===== config.mk =====
export PLATFORM = sky130hd
export DESIGN_NAME = gpio_chg_port
export DESIGN_NICKNAME = d
export VERILOG_FILES = /design/src/rtl/gpio_chg_pkg.sv /design/src/rtl/gpio_sync.sv /design/src/rtl/gpio_dir_ctl.sv /design/src/rtl/gpio_chg_det.sv /design/src/rtl/gpio_chg_port.sv
export SDC_FILE = /design/constraint.sdc
export NUM_CORES = 1
export LEC_CHECK = 0
export ABC_AREA = 0
export BUFFER_PORTS_ARGS = -buffer_cell sky130_fd_sc_hd__buf_4
export CAP_MARGIN = 25
export CORE_MARGIN = 4
export CORE_UTILIZATION = 49
export CTS_CLUSTER_DIAMETER = 60
export CTS_CLUSTER_SIZE = 28
export DETAILED_ROUTE_END_ITERATION = 12
export GPL_TIMING_DRIVEN = 0
export PLACE_DENSITY = 0.92
export REMOVE_ABC_BUFFERS = 1
export SETUP_SLACK_MARGIN = 0.5
export SYNTH_ARGS = -nofsm -noshare
export SYNTH_HDL_FRONTEND = slang
export SYNTH_SLANG_ARGS = --single-unit

===== constraint.sdc =====
create_clock -name clk_i -period 3.7 [get_ports clk_i]
set_clock_uncertainty 0.15 [all_clocks]
set_input_delay 0.37 -clock clk_i [delete_from_list [all_inputs] [get_ports clk_i]]
set_output_delay 0.37 -clock clk_i [all_outputs]
set_load 0.02 [all_outputs]

===== src/rtl/gpio_chg_pkg.sv =====
package gpio_chg_pkg;
  localparam int ADDR_W = 2;

  typedef enum logic [ADDR_W-1:0] {
    REG_PORT = 2'd0,
    REG_DIR  = 2'd1,
    REG_OPT  = 2'd2,
    REG_INTC = 2'd3
  } reg_sel_e;

  localparam int INTC_FLAG_BIT = 0;
endpackage


===== src/rtl/gpio_sync.sv =====
module gpio_sync #(
  parameter int WIDTH  = 8,
  parameter int STAGES = 2
) (
  input  logic             clk_i,
  input  logic             rst_ni,
  input  logic [WIDTH-1:0] d_i,
  output logic [WIDTH-1:0] q_o
);
  logic [STAGES-1:0][WIDTH-1:0] stg_q;

  always_ff @(posedge clk_i or negedge rst_ni) begin
    if (!rst_ni) stg_q[0] <= '0;
    else         stg_q[0] <= d_i;
  end

  for (genvar s = 1; s < STAGES; s++) begin : g_stage
    always_ff @(posedge clk_i or negedge rst_ni) begin
      if (!rst_ni) stg_q[s] <= '0;
      else         stg_q[s] <= stg_q[s-1];
    end
  end

  assign q_o = stg_q[STAGES-1];
endmodule


===== src/rtl/gpio_dir_ctl.sv =====
module gpio_dir_ctl #(
  parameter int WIDTH = 8
) (
  input  logic [WIDTH-1:0] tris_i,
  input  logic [WIDTH-1:0] ovr_en_i,
  input  logic [WIDTH-1:0] ovr_dir_i,
  input  logic             pu_dis_i,
  output logic [WIDTH-1:0] eff_dir_o,
  output logic [WIDTH-1:0] oe_o,
  output logic [WIDTH-1:0] pull_en_o
);
  for (genvar i = 0; i < WIDTH; i++) begin : g_pin
    // peripheral override wins; stored register untouched
    assign eff_dir_o[i] = ovr_en_i[i] ? ovr_dir_i[i] : tris_i[i];
    assign oe_o[i]      = ~eff_dir_o[i];
    assign pull_en_o[i] = ~pu_dis_i & eff_dir_o[i];
  end
endmodule


===== src/rtl/gpio_chg_det.sv =====
module gpio_chg_det #(
  parameter int WIDTH   = 8,
  parameter int CHG_LSB = 4,
  localparam int CHG_W  = WIDTH - CHG_LSB
) (
  input  logic             clk_i,
  input  logic             rst_ni,
  input  logic [WIDTH-1:0] pin_sync_i,
  input  logic [WIDTH-1:0] eff_dir_i,
  input  logic             refresh_i,
  input  logic             flag_wr_i,
  input  logic             flag_wval_i,
  output logic [CHG_W-1:0] snap_o,
  output logic             mismatch_o,
  output logic             flag_o
);
  logic [CHG_W-1:0] snap_q;
  logic [CHG_W-1:0] diff;
  logic             flag_q;

  always_ff @(posedge clk_i or negedge rst_ni) begin
    if (!rst_ni)        snap_q <= '0;
    else if (refresh_i) snap_q <= pin_sync_i[WIDTH-1:CHG_LSB];
  end

  // outputs excluded: direction 1 = input
  assign diff       = (pin_sync_i[WIDTH-1:CHG_LSB] ^ snap_q) & eff_dir_i[WIDTH-1:CHG_LSB];
  assign mismatch_o = |diff;

  always_ff @(posedge clk_i or negedge rst_ni) begin
    if (!rst_ni)         flag_q <= 1'b0;
    else if (mismatch_o) flag_q <= 1'b1;  // set beats software write
    else if (flag_wr_i)  flag_q <= flag_wval_i;
  end

  assign snap_o = snap_q;
  assign flag_o = flag_q;
endmodule


===== src/rtl/gpio_chg_port.sv =====
module gpio_chg_port
  import gpio_chg_pkg::*;
#(
  parameter int WIDTH       = 8,
  parameter int CHG_LSB     = 4,
  parameter int SYNC_STAGES = 2
) (
  input  logic              clk_i,
  input  logic              rst_ni,
  input  logic [ADDR_W-1:0] bus_addr_i,
  input  logic              bus_wr_i,
  input  logic              bus_rd_i,
  input  logic [WIDTH-1:0]  bus_wdata_i,
  output logic [WIDTH-1:0]  bus_rdata_o,
  input  logic [WIDTH-1:0]  pin_i,
  output logic [WIDTH-1:0]  pin_o,
  output logic [WIDTH-1:0]  pin_oe_o,
  output logic [WIDTH-1:0]  pull_en_o,
  input  logic [WIDTH-1:0]  periph_ovr_en_i,
  input  logic [WIDTH-1:0]  periph_ovr_dir_i,
  output logic              chg_irq_o,
  output logic              wake_o
);
  localparam int CHG_W      = WIDTH - CHG_LSB;
  localparam int PU_DIS_BIT = WIDTH - 1;

  logic [WIDTH-1:0] data_q, tris_q, pin_sync, eff_dir;
  logic             pu_dis_q;
  logic [CHG_W-1:0] snap;
  logic             mismatch, flag;
  logic             sel_port, sel_dir, sel_opt, sel_intc;
  logic             port_acc, intc_wr;

  assign sel_port = reg_sel_e'(bus_addr_i) == REG_PORT;
  assign sel_dir  = reg_sel_e'(bus_addr_i) == REG_DIR;
  assign sel_opt  = reg_sel_e'(bus_addr_i) == REG_OPT;
  assign sel_intc = reg_sel_e'(bus_addr_i) == REG_INTC;
  assign port_acc = sel_port & (bus_rd_i | bus_wr_i);
  assign intc_wr  = sel_intc & bus_wr_i;

  always_ff @(posedge clk_i or negedge rst_ni) begin
    if (!rst_ni) begin
      data_q   <= '0;
      tris_q   <= '1;
      pu_dis_q <= 1'b1;
    end else if (bus_wr_i) begin
      if (sel_port) data_q   <= bus_wdata_i;
      if (sel_dir)  tris_q   <= bus_wdata_i;
      if (sel_opt)  pu_dis_q <= bus_wdata_i[PU_DIS_BIT];
    end
  end

  gpio_sync #(.WIDTH(WIDTH), .STAGES(SYNC_STAGES)) u_sync (
    .clk_i (clk_i),
    .rst_ni(rst_ni),
    .d_i   (pin_i),
    .q_o   (pin_sync)
  );

  gpio_dir_ctl #(.WIDTH(WIDTH)) u_dir (
    .tris_i   (tris_q),
    .ovr_en_i (periph_ovr_en_i),
    .ovr_dir_i(periph_ovr_dir_i),
    .pu_dis_i (pu_dis_q),
    .eff_dir_o(eff_dir),
    .oe_o     (pin_oe_o),
    .pull_en_o(pull_en_o)
  );

  gpio_chg_det #(.WIDTH(WIDTH), .CHG_LSB(CHG_LSB)) u_chg (
    .clk_i      (clk_i),
    .rst_ni     (rst_ni),
    .pin_sync_i (pin_sync),
    .eff_dir_i  (eff_dir),
    .refresh_i  (port_acc),
    .flag_wr_i  (intc_wr),
    .flag_wval_i(bus_wdata_i[INTC_FLAG_BIT]),
    .snap_o     (snap),
    .mismatch_o (mismatch),
    .flag_o     (flag)
  );

  always_comb begin
    bus_rdata_o = '0;
    unique case (reg_sel_e'(bus_addr_i))
      REG_PORT: bus_rdata_o = pin_sync;
      REG_DIR:  bus_rdata_o = tris_q;
      REG_OPT:  bus_rdata_o[PU_DIS_BIT] = pu_dis_q;
      REG_INTC: bus_rdata_o[INTC_FLAG_BIT] = flag;
      default:  bus_rdata_o = '0;
    endcase
  end

  assign pin_o     = data_q;
  assign chg_irq_o = flag;
  assign wake_o    = flag;
endmodule


==> flow_summary.toml <==
[outcome]
outcome = "finished clean"

[setup_path]
cp-endpoint = "bus_rdata_o[7]"
r2r-end = "u_chg.flag_o$_DFFE_PN0P_"
path_max_fanout = 10
r2r_slack_ns = 2.32
r2r_cells = 3
worstSetupPathType = "flop to output port"
required_ns = 3.18
crit_arrival_ns = 1.43
setup.worst_path.end_class = "output port"
r2r-start = "tris_q[6]$_DFFE_PN1P_"
critPathLaunchType = "flop"
critPathLaunch = "pu_dis_q$_DFFE_PN1P_"

[synthesis]
synthTopCellsByArea = "dfrtp_1 46%, mux2_2 16%, dfstp_2 15%, mux2i_1 9.6%, nor2_1 3.8%"
avgSynthCellArea_um2 = 14.0
ys_ff_latch = 38
synth_cell_types = 20
ys_top_cells_by_count = "29 x dfrtp_1, 22 x mux2_2, 16 x nor2_1"
synth-async-reset-ratio_pct = 100
synth_top_area_share_pct = 46.2
synth_most_common_cell = "dfrtp_1"
netlist_instances = 112
synth_top_area_cell = "dfrtp_1"
netlist_area_um2 = 1570
synth-seq-area-share_pct = 61.3
ys.flop_type = "dfrtp_1"
ys.warnings.count = 0
synth_edf_count = 0

[sta]
maxSlewViolCount = 0
max_slew.worst_pin.slew_ns = 0.484
period_minus_slack_ns = 1.95
fmax_ghz = 0.513
hold_viol_final = 0
finalCritPeriodShare_pct = 52.7
setup_tns_ns = 0
layout_setup_ws_ns = 1.75
setup_viol = 0
relSlewSlack_pct = 67.7
rsz0062_at_grt = "no"

[route]
drt-total-wl_mm = 3.82
drt_iter0_drc = 40
num_vias = 1195
drc = 0
wl_per_cell_um = 16.0
via_per_inst = 5.00
antenna_left = 0
dr.pass1.iters = 4

[layout]
fin_area_um2 = 2300
num_antenna_cells = 0
layout.nets = 232
fillerInstances = 221
drive_above_1_share_pct = 56.9
syn2layout_area_growth_pct = 46.2

[floorplan]
num_io_pins = 72
dieHeight_um = 64.6
placementRows = 20
core-area_um2 = 3050
initial_core_util_pct = 51.4
die_w_um = 64.6
die-area_um2 = 4170

[clocking]
insertion_delay_ns = 0.33
cts_max_level = 2
cts_buffer_depth = 2
cts-resized-gates = 0
cts_root_buffer = "clkbuf_4"
clk_pin_slew_ns = 0.11
clock-sinks = 38
cts_tree = "yes"
numCtsBuffers = 5

[pwr]
p_leak_nw = 1.10
power_density_nw_per_um2 = 478
worst_ir_drop_vdd_mv = 0.298

[global_routing]
grt_max_degree = 39
grt_pass1_wl_mm = 6.22
grt_use_total_pct = 19.8
grt_pass1_vias = 1291
grt-ovfl-total = 0
antenna_found_initial = 0

[min_path]
min_path_type = "input port to flop"
min_from = "bus_wdata_i[2]"
hold-path-cell-count = 2

[place]
pre_cts_slack_ns = 1.83
dpl_cell_area_um2 = 2130
dp_hpwl_mm = 2.87
finalWeightedCongestion = 0.754
numPortBuffers = 71

[flow_run]
maxCapViolations = 0
[kinds of logic after synthesis]
logic type | count (synthesis) | share of synthesized area, %
buffers and inverters | 5 | 1.99
AO/OA/AOI/OAI | 5 | 2.39
flip-flops | 38 | 61.3
multiplexers | 38 | 26.1
XOR/XNOR | 4 | 2.23
AND/OR/NAND/NOR | 22 | 6.06
[registers in the layout (all words and copies together), names as in the netlist]
signal        count
u_sync.q_o        8
u_chg.flag_o      1
pu_dis_q          1
u_chg.snap_o      4
pin_o             8
u_sync.stg_q      8
tris_q            8
[worst min-delay path by stage]
| stage | slack (ns) | endpoint |
|---|---|---|
| after global placement | 0.18 | u_sync.q_o[3]$_DFF_PN0_ |
| after detailed placement | 0.19 | u_sync.q_o[2]$_DFF_PN0_ |
| after CTS | 0.10 | pin_o[3]$_DFFE_PN0P_ |
| after floorplan | -0.08 | pin_o[0]$_DFFE_PN0P_ |
| after global routing | 0.09 | tris_q[2]$_DFFE_PN1P_ |
| final | 0.12 | tris_q[2]$_DFFE_PN1P_ |
[layer usage]
layer	part of all wire, %	global-route usage (%)
met5	0	0
met4	2.3	6.86
met3	8.4	6.76
met2	52	35.3
met1	37	21.9
[final cells by class]
type | instances | area (um2) | area share, %
clock buffer | 8 | 78.8 | 3.43
sequential | 38 | 962 | 41.9
timing repair buffer | 80 | 623 | 27.1
multi-input combinational | 69 | 577 | 25.1
tap | 44 | 55.1 | 2.40
[placed cells by master (no fill, tap or decap), drive strengths merged]
| cell type | count |
|---|---|
| dfrtp | 29 |
| dfstp | 9 |
| xnor2 | 4 |
| nor2 | 16 |
| o21a | 1 |
| and2b | 1 |
| mux2 | 23 |
| o2bb2ai | 1 |
| or3 | 1 |
| nand2 | 2 |
| clkbuf | 8 |
| and2 | 1 |
| mux2i | 15 |
| o22ai | 2 |
| nand3 | 1 |
| a22o | 1 |
| dlygate4sd3 | 9 |
| buf | 71 |
[power by group]
part,switching (mW),internal (mW),leakage [nW],total [mW]
clock network,0.128,0.130,0.0446,0.258
registers,0.0410,0.482,0.432,0.523
logic,0.155,0.161,0.623,0.316
total,0.325,0.773,1.10,1.10
[worst max-delay path, cell delays in order, from the launching register on]
cell	delay, ns
dfstp_2	0.67
mux2i_1	0.10
o2bb2ai_1	0.16
buf_4	0.16
[stage by stage]
stage | hold WS, ns | power (mW) | cells | util (%)
after detailed placement | 0.187 | 0.842 | 222 | 69.7
after floorplan | -0.0756 | 0.681 | 107 | -
after global routing | 0.0934 | 1.16 | 239 | 75.2
after CTS | 0.101 | 1.11 | 239 | 75.2
final | 0.123 | 1.10 | 239 | 75.2
after global placement | 0.182 | 0.827 | 222 | 69.7
[timing repair]
| item | CTS | global route |
|---|---|---|
| hold buffers | 9 | 0 |
| setup buffers | 0 | 0 |
| hold endpoints to repair | 37 | 0 |
Note: power is estimated with default switching activity, not from simulation.
